$ cat src/rtl/i2cs_pkg.sv
package i2cs_pkg;
  localparam int BYTE_W = 8;

  typedef enum logic [2:0] {
    ST_IDLE,
    ST_RXBYTE,
    ST_RXACK,
    ST_TXHOLD,
    ST_TXBYTE,
    ST_TXACK
  } i2cs_state_e;

  typedef struct packed {
    logic scl_rise;
    logic scl_fall;
    logic start;
    logic stop;
    logic sda;
  } i2cs_evt_t;
endpackage

$ cat src/rtl/i2cs_pin_sync.sv
module i2cs_pin_sync
  import i2cs_pkg::*;
#(
  parameter int STAGES = 2
) (
  input  logic      clk,
  input  logic      rst_n,
  input  logic      scl_i,
  input  logic      sda_i,
  output i2cs_evt_t evt_o
);
  localparam int NPIN = 2;
  localparam int SH_W = (STAGES < 2) ? 2 : STAGES;

  logic [NPIN-1:0] raw;
  logic [NPIN-1:0] now_v;
  logic [NPIN-1:0] prev_v;

  assign raw = {scl_i, sda_i};

  for (genvar g = 0; g < NPIN; g++) begin : g_pin
    logic [SH_W-1:0] chain;
    always_ff @(posedge clk or negedge rst_n) begin
      if (!rst_n) begin
        chain     <= '1;
        prev_v[g] <= 1'b1;
      end else begin
        chain     <= {chain[SH_W-2:0], raw[g]};
        prev_v[g] <= chain[SH_W-1];
      end
    end
    assign now_v[g] = chain[SH_W-1];
  end

  logic scl_s, sda_s, scl_q, sda_q;
  assign scl_s = now_v[1];
  assign sda_s = now_v[0];
  assign scl_q = prev_v[1];
  assign sda_q = prev_v[0];

  always_comb begin
    evt_o.scl_rise = scl_s & ~scl_q;
    evt_o.scl_fall = ~scl_s & scl_q;
    evt_o.start    = scl_s & scl_q & sda_q & ~sda_s;
    evt_o.stop     = scl_s & scl_q & ~sda_q & sda_s;
    evt_o.sda      = sda_s;
  end
endmodule

$ cat src/rtl/i2cs_tx_buf.sv
module i2cs_tx_buf
  import i2cs_pkg::*;
(
  input  logic              clk,
  input  logic              rst_n,
  input  logic              tx_valid_i,
  input  logic [BYTE_W-1:0] tx_data_i,
  output logic              tx_ready_o,
  input  logic              rel_i,
  input  logic              take_i,
  output logic [BYTE_W-1:0] data_o,
  output logic              go_o
);
  logic full, rel_pend;

  always_ff @(posedge clk or negedge rst_n) begin
    if (!rst_n) begin
      full     <= 1'b0;
      rel_pend <= 1'b0;
      data_o   <= '0;
    end else if (take_i) begin
      full     <= 1'b0;
      rel_pend <= 1'b0;
    end else begin
      if (tx_valid_i && !full) begin
        full   <= 1'b1;
        data_o <= tx_data_i;
      end
      if (rel_i) rel_pend <= 1'b1;
    end
  end

  assign tx_ready_o = ~full;
  assign go_o       = full & rel_pend;

  // a held byte is never replaced by a later offer
  p_tx_hold_r10: assert property (@(posedge clk) disable iff (!rst_n)
    (full && !take_i) |=> (full && $stable(data_o)));
endmodule

$ cat src/rtl/i2cs_engine.sv
module i2cs_engine
  import i2cs_pkg::*;
(
  input  logic              clk,
  input  logic              rst_n,
  input  i2cs_evt_t         evt_i,
  input  logic [BYTE_W-1:0] own_addr_i,
  input  logic              gc_en_i,
  input  logic              rx_ready_i,
  input  logic              irq_clr_i,
  input  logic              ovf_clr_i,
  input  logic [BYTE_W-1:0] tx_byte_i,
  input  logic              tx_go_i,
  output logic              tx_take_o,
  output logic              rx_valid_o,
  output logic [BYTE_W-1:0] rx_data_o,
  output logic              sda_oe_o,
  output logic              scl_oe_o,
  output logic              irq_o,
  output logic              ovf_o,
  output logic              start_seen_o,
  output logic              rw_o
);
  localparam int CNT_W = $clog2(BYTE_W);
  localparam logic [CNT_W-1:0] LAST_BIT = CNT_W'(BYTE_W - 1);

  i2cs_state_e       state;
  logic [CNT_W-1:0]  cnt;
  logic [BYTE_W-1:0] shreg;
  logic              is_addr, ack_q, ackph, mack;
  logic [BYTE_W-1:0] byte_next;
  logic              addr_hit, gc_hit, take_byte, bus_evt;

  assign byte_next = {shreg[BYTE_W-2:0], evt_i.sda};
  assign addr_hit  = (byte_next[BYTE_W-1:1] == own_addr_i[BYTE_W-1:1]) &&
                     (byte_next[0] != own_addr_i[0]);
  assign gc_hit    = gc_en_i && (byte_next == '0);
  assign bus_evt   = evt_i.start | evt_i.stop;
  assign take_byte = (state == ST_RXBYTE) && evt_i.scl_rise && (cnt == LAST_BIT) &&
                     !bus_evt && (!is_addr || addr_hit || gc_hit);
  assign tx_take_o = (state == ST_TXHOLD) && tx_go_i && !bus_evt;

  always_ff @(posedge clk or negedge rst_n) begin
    if (!rst_n) begin
      state        <= ST_IDLE;
      cnt          <= '0;
      shreg        <= '0;
      is_addr      <= 1'b0;
      ack_q        <= 1'b0;
      ackph        <= 1'b0;
      mack         <= 1'b0;
      rx_valid_o   <= 1'b0;
      rx_data_o    <= '0;
      irq_o        <= 1'b0;
      ovf_o        <= 1'b0;
      start_seen_o <= 1'b0;
      rw_o         <= 1'b0;
    end else begin
      if (rx_ready_i && rx_valid_o) rx_valid_o <= 1'b0;
      if (irq_clr_i) irq_o <= 1'b0;
      if (ovf_clr_i) ovf_o <= 1'b0;

      if (evt_i.stop) begin
        start_seen_o <= 1'b0;
        state        <= ST_IDLE;
      end else if (evt_i.start) begin
        start_seen_o <= 1'b1;
        state        <= ST_RXBYTE;
        is_addr      <= 1'b1;
        cnt          <= '0;
      end else begin
        unique case (state)
          ST_RXBYTE: if (evt_i.scl_rise) begin
            shreg <= byte_next;
            cnt   <= cnt + 1'b1;
            if (cnt == LAST_BIT) begin
              if (take_byte) begin
                if (rx_valid_o || ovf_o) begin
                  ovf_o <= 1'b1;
                  ack_q <= 1'b0;
                end else begin
                  rx_data_o  <= byte_next;
                  rx_valid_o <= 1'b1;
                  ack_q      <= 1'b1;
                end
                if (is_addr) rw_o <= byte_next[0];
                ackph <= 1'b0;
                state <= ST_RXACK;
              end else begin
                state <= ST_IDLE;
              end
            end
          end
          ST_RXACK: if (evt_i.scl_fall) begin
            if (!ackph) begin
              ackph <= 1'b1;
            end else begin
              irq_o <= 1'b1;
              ackph <= 1'b0;
              if (!ack_q)              state <= ST_IDLE;
              else if (is_addr && rw_o) state <= ST_TXHOLD;
              else begin
                state   <= ST_RXBYTE;
                is_addr <= 1'b0;
                cnt     <= '0;
              end
            end
          end
          ST_TXHOLD: if (tx_take_o) begin
            shreg <= tx_byte_i;
            cnt   <= '0;
            state <= ST_TXBYTE;
          end
          ST_TXBYTE: if (evt_i.scl_fall) begin
            cnt   <= cnt + 1'b1;
            shreg <= {shreg[BYTE_W-2:0], 1'b0};
            if (cnt == LAST_BIT) begin
              mack  <= 1'b0;
              state <= ST_TXACK;
            end
          end
          ST_TXACK: begin
            if (evt_i.scl_rise) mack <= ~evt_i.sda;
            if (evt_i.scl_fall) begin
              irq_o <= 1'b1;
              state <= mack ? ST_TXHOLD : ST_IDLE;
            end
          end
          default: state <= ST_IDLE;
        endcase
      end
    end
  end

  assign sda_oe_o = ((state == ST_RXACK) && ackph && ack_q) ||
                    ((state == ST_TXBYTE) && !shreg[BYTE_W-1]);
  assign scl_oe_o = (state == ST_TXHOLD);

  p_start_sets_flag_r1: assert property (@(posedge clk) disable iff (!rst_n)
    (evt_i.start && !evt_i.stop) |=> start_seen_o);
  p_stop_clears_flag_r1: assert property (@(posedge clk) disable iff (!rst_n)
    evt_i.stop |=> !start_seen_o);
  p_buf_holds_r4: assert property (@(posedge clk) disable iff (!rst_n)
    (rx_valid_o && !rx_ready_i) |=> (rx_valid_o && $stable(rx_data_o)));
  p_no_overflow_ack_r5: assert property (@(posedge clk) disable iff (!rst_n)
    (take_byte && (rx_valid_o || ovf_o)) |=> (!ack_q && ovf_o));
  p_irq_sticky_r6: assert property (@(posedge clk) disable iff (!rst_n)
    (irq_o && !irq_clr_i) |=> irq_o);
  p_stretch_holds_r8: assert property (@(posedge clk) disable iff (!rst_n)
    (scl_oe_o && !tx_go_i && !bus_evt) |=> scl_oe_o);
endmodule

$ cat src/rtl/i2cs_slave.sv
module i2cs_slave
  import i2cs_pkg::*;
#(
  parameter int SYNC_STAGES = 2
) (
  input  logic              clk,
  input  logic              rst_n,
  input  logic              scl_i,
  input  logic              sda_i,
  output logic              scl_oe_o,
  output logic              sda_oe_o,
  input  logic [BYTE_W-1:0] own_addr_i,
  input  logic              gc_en_i,
  output logic              rx_valid_o,
  input  logic              rx_ready_i,
  output logic [BYTE_W-1:0] rx_data_o,
  input  logic              tx_valid_i,
  output logic              tx_ready_o,
  input  logic [BYTE_W-1:0] tx_data_i,
  input  logic              clk_release_i,
  output logic              irq_o,
  input  logic              irq_clr_i,
  output logic              ovf_o,
  input  logic              ovf_clr_i,
  output logic              start_seen_o,
  output logic              rw_o
);
  i2cs_evt_t         evt;
  logic [BYTE_W-1:0] tx_byte;
  logic              tx_go, tx_take;

  i2cs_pin_sync #(.STAGES(SYNC_STAGES)) u_sync (
    .clk(clk), .rst_n(rst_n), .scl_i(scl_i), .sda_i(sda_i), .evt_o(evt)
  );

  i2cs_tx_buf u_txb (
    .clk(clk), .rst_n(rst_n), .tx_valid_i(tx_valid_i), .tx_data_i(tx_data_i),
    .tx_ready_o(tx_ready_o), .rel_i(clk_release_i), .take_i(tx_take),
    .data_o(tx_byte), .go_o(tx_go)
  );

  i2cs_engine u_eng (
    .clk(clk), .rst_n(rst_n), .evt_i(evt), .own_addr_i(own_addr_i),
    .gc_en_i(gc_en_i), .rx_ready_i(rx_ready_i), .irq_clr_i(irq_clr_i),
    .ovf_clr_i(ovf_clr_i), .tx_byte_i(tx_byte), .tx_go_i(tx_go),
    .tx_take_o(tx_take), .rx_valid_o(rx_valid_o), .rx_data_o(rx_data_o),
    .sda_oe_o(sda_oe_o), .scl_oe_o(scl_oe_o), .irq_o(irq_o), .ovf_o(ovf_o),
    .start_seen_o(start_seen_o), .rw_o(rw_o)
  );
endmodule

$ cat config.mk
export PLATFORM = sky130hd
export DESIGN_NAME = i2cs_slave
export DESIGN_NICKNAME = d
export VERILOG_FILES = /design/src/rtl/i2cs_pkg.sv /design/src/rtl/i2cs_pin_sync.sv /design/src/rtl/i2cs_tx_buf.sv /design/src/rtl/i2cs_engine.sv /design/src/rtl/i2cs_slave.sv
export SDC_FILE = /design/constraint.sdc
export NUM_CORES = 1
export LEC_CHECK = 0
export CAP_MARGIN = 20
export CORE_MARGIN = 2
export CORE_UTILIZATION = 35
export DETAILED_ROUTE_END_ITERATION = 8
export GPL_TIMING_DRIVEN = 0
export PLACE_DENSITY = 0.65
export REMOVE_ABC_BUFFERS = 1
export SYNTH_ARGS = -nofsm -noshare
export SYNTH_HDL_FRONTEND = slang
export SYNTH_SLANG_ARGS = --single-unit
$ cat constraint.sdc
create_clock -name clk -period 2.57 [get_ports clk]
set_clock_uncertainty 0.2 [all_clocks]
set_input_delay 0.771 -clock clk [delete_from_list [all_inputs] [get_ports clk]]
set_output_delay 0.771 -clock clk [all_outputs]
set_load 0.01 [all_outputs]
==> results of run 1 <==
## where the power goes
part           switching [mW]  internal (mW)  total [mW]
clock network           0.226          0.245       0.471
registers               0.105          0.832       0.937
logic                   0.128          0.206       0.334
## flip-flops by register name (all words and copies together) (netlist names), 3 cells and up
name	cells
u_txb.data_o	8
u_eng.shreg	8
u_sync.g_pin.chain	4
u_eng.cnt	3
u_eng.state	3
u_eng.rx_data_o	8
## synth_stat cells (all sizes together), types with 3 or more instances
master,number
nor3b,3
nor2,13
xnor2,8
nand3,6
dfrtp,41
nand4b,3
o211ai,4
inv,9
dfstp,6
buf,7
mux2i,3
nand2,39
a21o,3
nor3,4
nor2b,5
o21ai,11
a21oi,4
mux2,25
nand4,3
nand2b,4
## routing by layer
metal  track usage  share of wire
met2        0.2057           0.43
met4       0.05510          0.017
met1        0.2067           0.49
met3       0.03172          0.063
met5             0              0
## placed cells by master (no fill, tap or decap), types with 3 or more instances in the layout
master            n
nor2_1           13
mux2i_1           3
nor3_1            3
dfrtp_1          38
nand3_1           6
o21ai_0           8
dfrtp_2           3
xnor2_1           8
buf_4             3
clkdlybuf4s50_1  38
nor3b_1           3
a21oi_1           3
clkbuf_8          7
nand2b_1          3
nand4b_1          3
nor2b_1           4
mux2_4           16
nand2_1          38
dfstp_2           6
o211ai_1          3
mux2_2            9
nand4_1           3
inv_1             7
## path summary, 6_finish.rpt
kind / start / to / slack, ns
setup / recovery: u_eng.state[2] / scl_oe_o / 0.08
hold / removal: u_sync.g_pin[0].chain[0] / u_sync.g_pin[0].chain[1] / 0.16
setup reg to reg: u_sync.g_pin[0].chain[1] / u_eng.shreg[5] / 0.17
hold reg to reg: u_sync.g_pin[0].chain[0] / u_sync.g_pin[0].chain[1] / 0.16
max in group asynchronous: rst_n / u_sync.g_pin[0].chain[1] / 1.30
min in group asynchronous: rst_n / u_eng.cnt[2] / 0.27
## area by class of cell
type	count	area (um^2)	share of cell area
multi-input cells	167	1236	0.3944
flip-flops and latches	47	1187	0.3788
repair buffers	46	454.2	0.1449
well taps	96	120.1	0.03832
clock buffers	8	100.1	0.03194
inverters	9	36.28	0.01158
## timing repair
item	in CTS	in global routing
buffers inserted	3	0
resized for setup	9	4
endpoints found under the setup margin	16	15
gates cloned	0	1
pin swaps	0	2
## per-stage QoR
stage               utilization  cells
floorplan                     -    222
global placement         0.4326    359
detailed placement       0.4370    361
CTS                      0.4566    372
global route             0.4588    373
finish                   0.4588    373
## worst max-delay path: cells and delay by family, from the launching register on
| family | cells | cell delay [ns] |
|---|---|---|
| buffers and inverters | 2 | 0.34 |
| DFF | 1 | 0.45 |
| and+or+nand+nor | 2 | 0.43 |
## kinds of logic after synthesis
kind of cell / count (synthesis)
buffers and inverters: 18
AO/OA/AOI/OAI: 35
adder cells (fa/ha/maj): 2
XOR/XNOR: 9
flip-flops: 47
AND/OR/NAND/NOR: 92
multiplexers: 28
==> reports/results.tsv, run 1 <==
metric	value	unit
die_w	88.47	um
p_leak	1.379	nW
grt_pass1_wl	8473	um
die_h	88.47	um
post_drt_wl_per_cell	13.40	um
setup_viol	0	
fin_crit_sh	0.9674	
finish.instance_area	3134	um^2
startpoint_type	flop	
io_pins	42	
fmax	402.2	MHz
status	finished, final reports clean	
grt_pass1_vias	1766	
holdBufCountCts	0	
drv_cap	0	
hpwl	3648	um
grtUsageTotal	0.1420	
yosys.area.top_type	dfrtp_1	
coreArea	6832	um^2
num_rows	30	
clock_latency	0.30	ns
synth_seq_cells	47	
ys_top_cells_by_area	dfrtp_1, mux2_4, dfstp_2, nand2_1, mux2_2	
synth-xor-area-share	0.03156	
synth_cell_types	55	
rsz0062_at_grt	no	
path_clk_slew	0.08	ns
critPathMaxStageDelay	0.45	ns
p_per_area	555.7	nW/um^2
drt_iter0_drc	105	
slowest_stage	dfrtp_2	
setup_slack	0.08371	ns
place.gp.congestion	0.8588	
detail-route-antenna-nets	0	
cts_sinks	47	
finalCriticalPeriod	2.486	ns
clk_path_buf_depth	2	
nNetsFinal	304	
critPathArrivalTime	1.52	ns
clock-root-buffer	clkbuf_8	
tightest_slew	0.6683	ns
syn_area	2497	um^2
r2r_cells	6	
required	1.60	ns
yosys.area_share.simple	0.1899	
seq_area_frac_synth	0.4739	
end_kind	primary output	
n_antenna_cell	0	
yosysWarnings	0	
path_class	flop to primary output	
worstPathMaxFanout	11	
drv_slew	0	
synth_area_per_cell	10.81	um^2
dp_slack	-0.5498	ns
vias_per_cell	4.912	
finalPower	1.742	mW
drc	0	
synth.mux.area_fraction	0.1488	
grt_max_degree	25	
cp_cell_sequence	and2b_4 -> nand2_4 -> inv_4 -> dlygate4sd2_1	
start_util	0.3656	
vdd_drop_max	0.0002935	V
hold_path_class	flop to flop	
timing.hold.ws	0.1574	ns
async_reset_ff_frac	1.000	
htree_levels	2	
synthCells	231	
layout-drive-gt1-share	0.2383	
antenna_found_initial	0	
synth_top_family_by_area	simple AND/OR/NAND/NOR gates	
synth_enable_flop_cells	0	
dpl_cell_area	2985	um^2
hold_path_depth	0	
die-area	7827	um^2
timing.setup.tns	0	ns
area_delta_synth_final	25.50	%
n_fill_cell	656	
cts_tree	built	
wirelength	4997	um
numCtsBuffers	5	
finalHoldViolCount	0	
grt-ovfl-total	0	
synth_fa_ha_area_frac	0.01002	
ys.flop_type	dfrtp_1	
slew_headroom	0.5536	
dr.pass1.iters	4	
yosys.area.top_type_share	0.4108	
synth-compound-area-share	0.1022	
via_count	1832	
portBuffers	41	
Power figures use the tool's default switching activity.
==> inputs of run 2 (changes only) <==
--- a/config.mk
+++ b/config.mk
@@ -9,6 +9,7 @@
 export CORE_MARGIN = 2
 export CORE_UTILIZATION = 35
 export DETAILED_ROUTE_END_ITERATION = 8
+export GPL_ROUTABILITY_DRIVEN = 1
 export GPL_TIMING_DRIVEN = 0
 export PLACE_DENSITY = 0.65
 export REMOVE_ABC_BUFFERS = 1
==> results of run 2 <==
The final DEF is identical to that of run 1; final timing and power are the same.
==> inputs of run 3 (changes only) <==
--- a/config.mk
+++ b/config.mk
@@ -8,6 +8,7 @@
 export CAP_MARGIN = 20
 export CORE_MARGIN = 2
 export CORE_UTILIZATION = 35
+export CTS_CLUSTER_SIZE = 20
 export DETAILED_ROUTE_END_ITERATION = 8
 export GPL_ROUTABILITY_DRIVEN = 1
 export GPL_TIMING_DRIVEN = 0
==> results of run 3 <==
The final DEF is identical to that of run 1; final timing and power are the same.
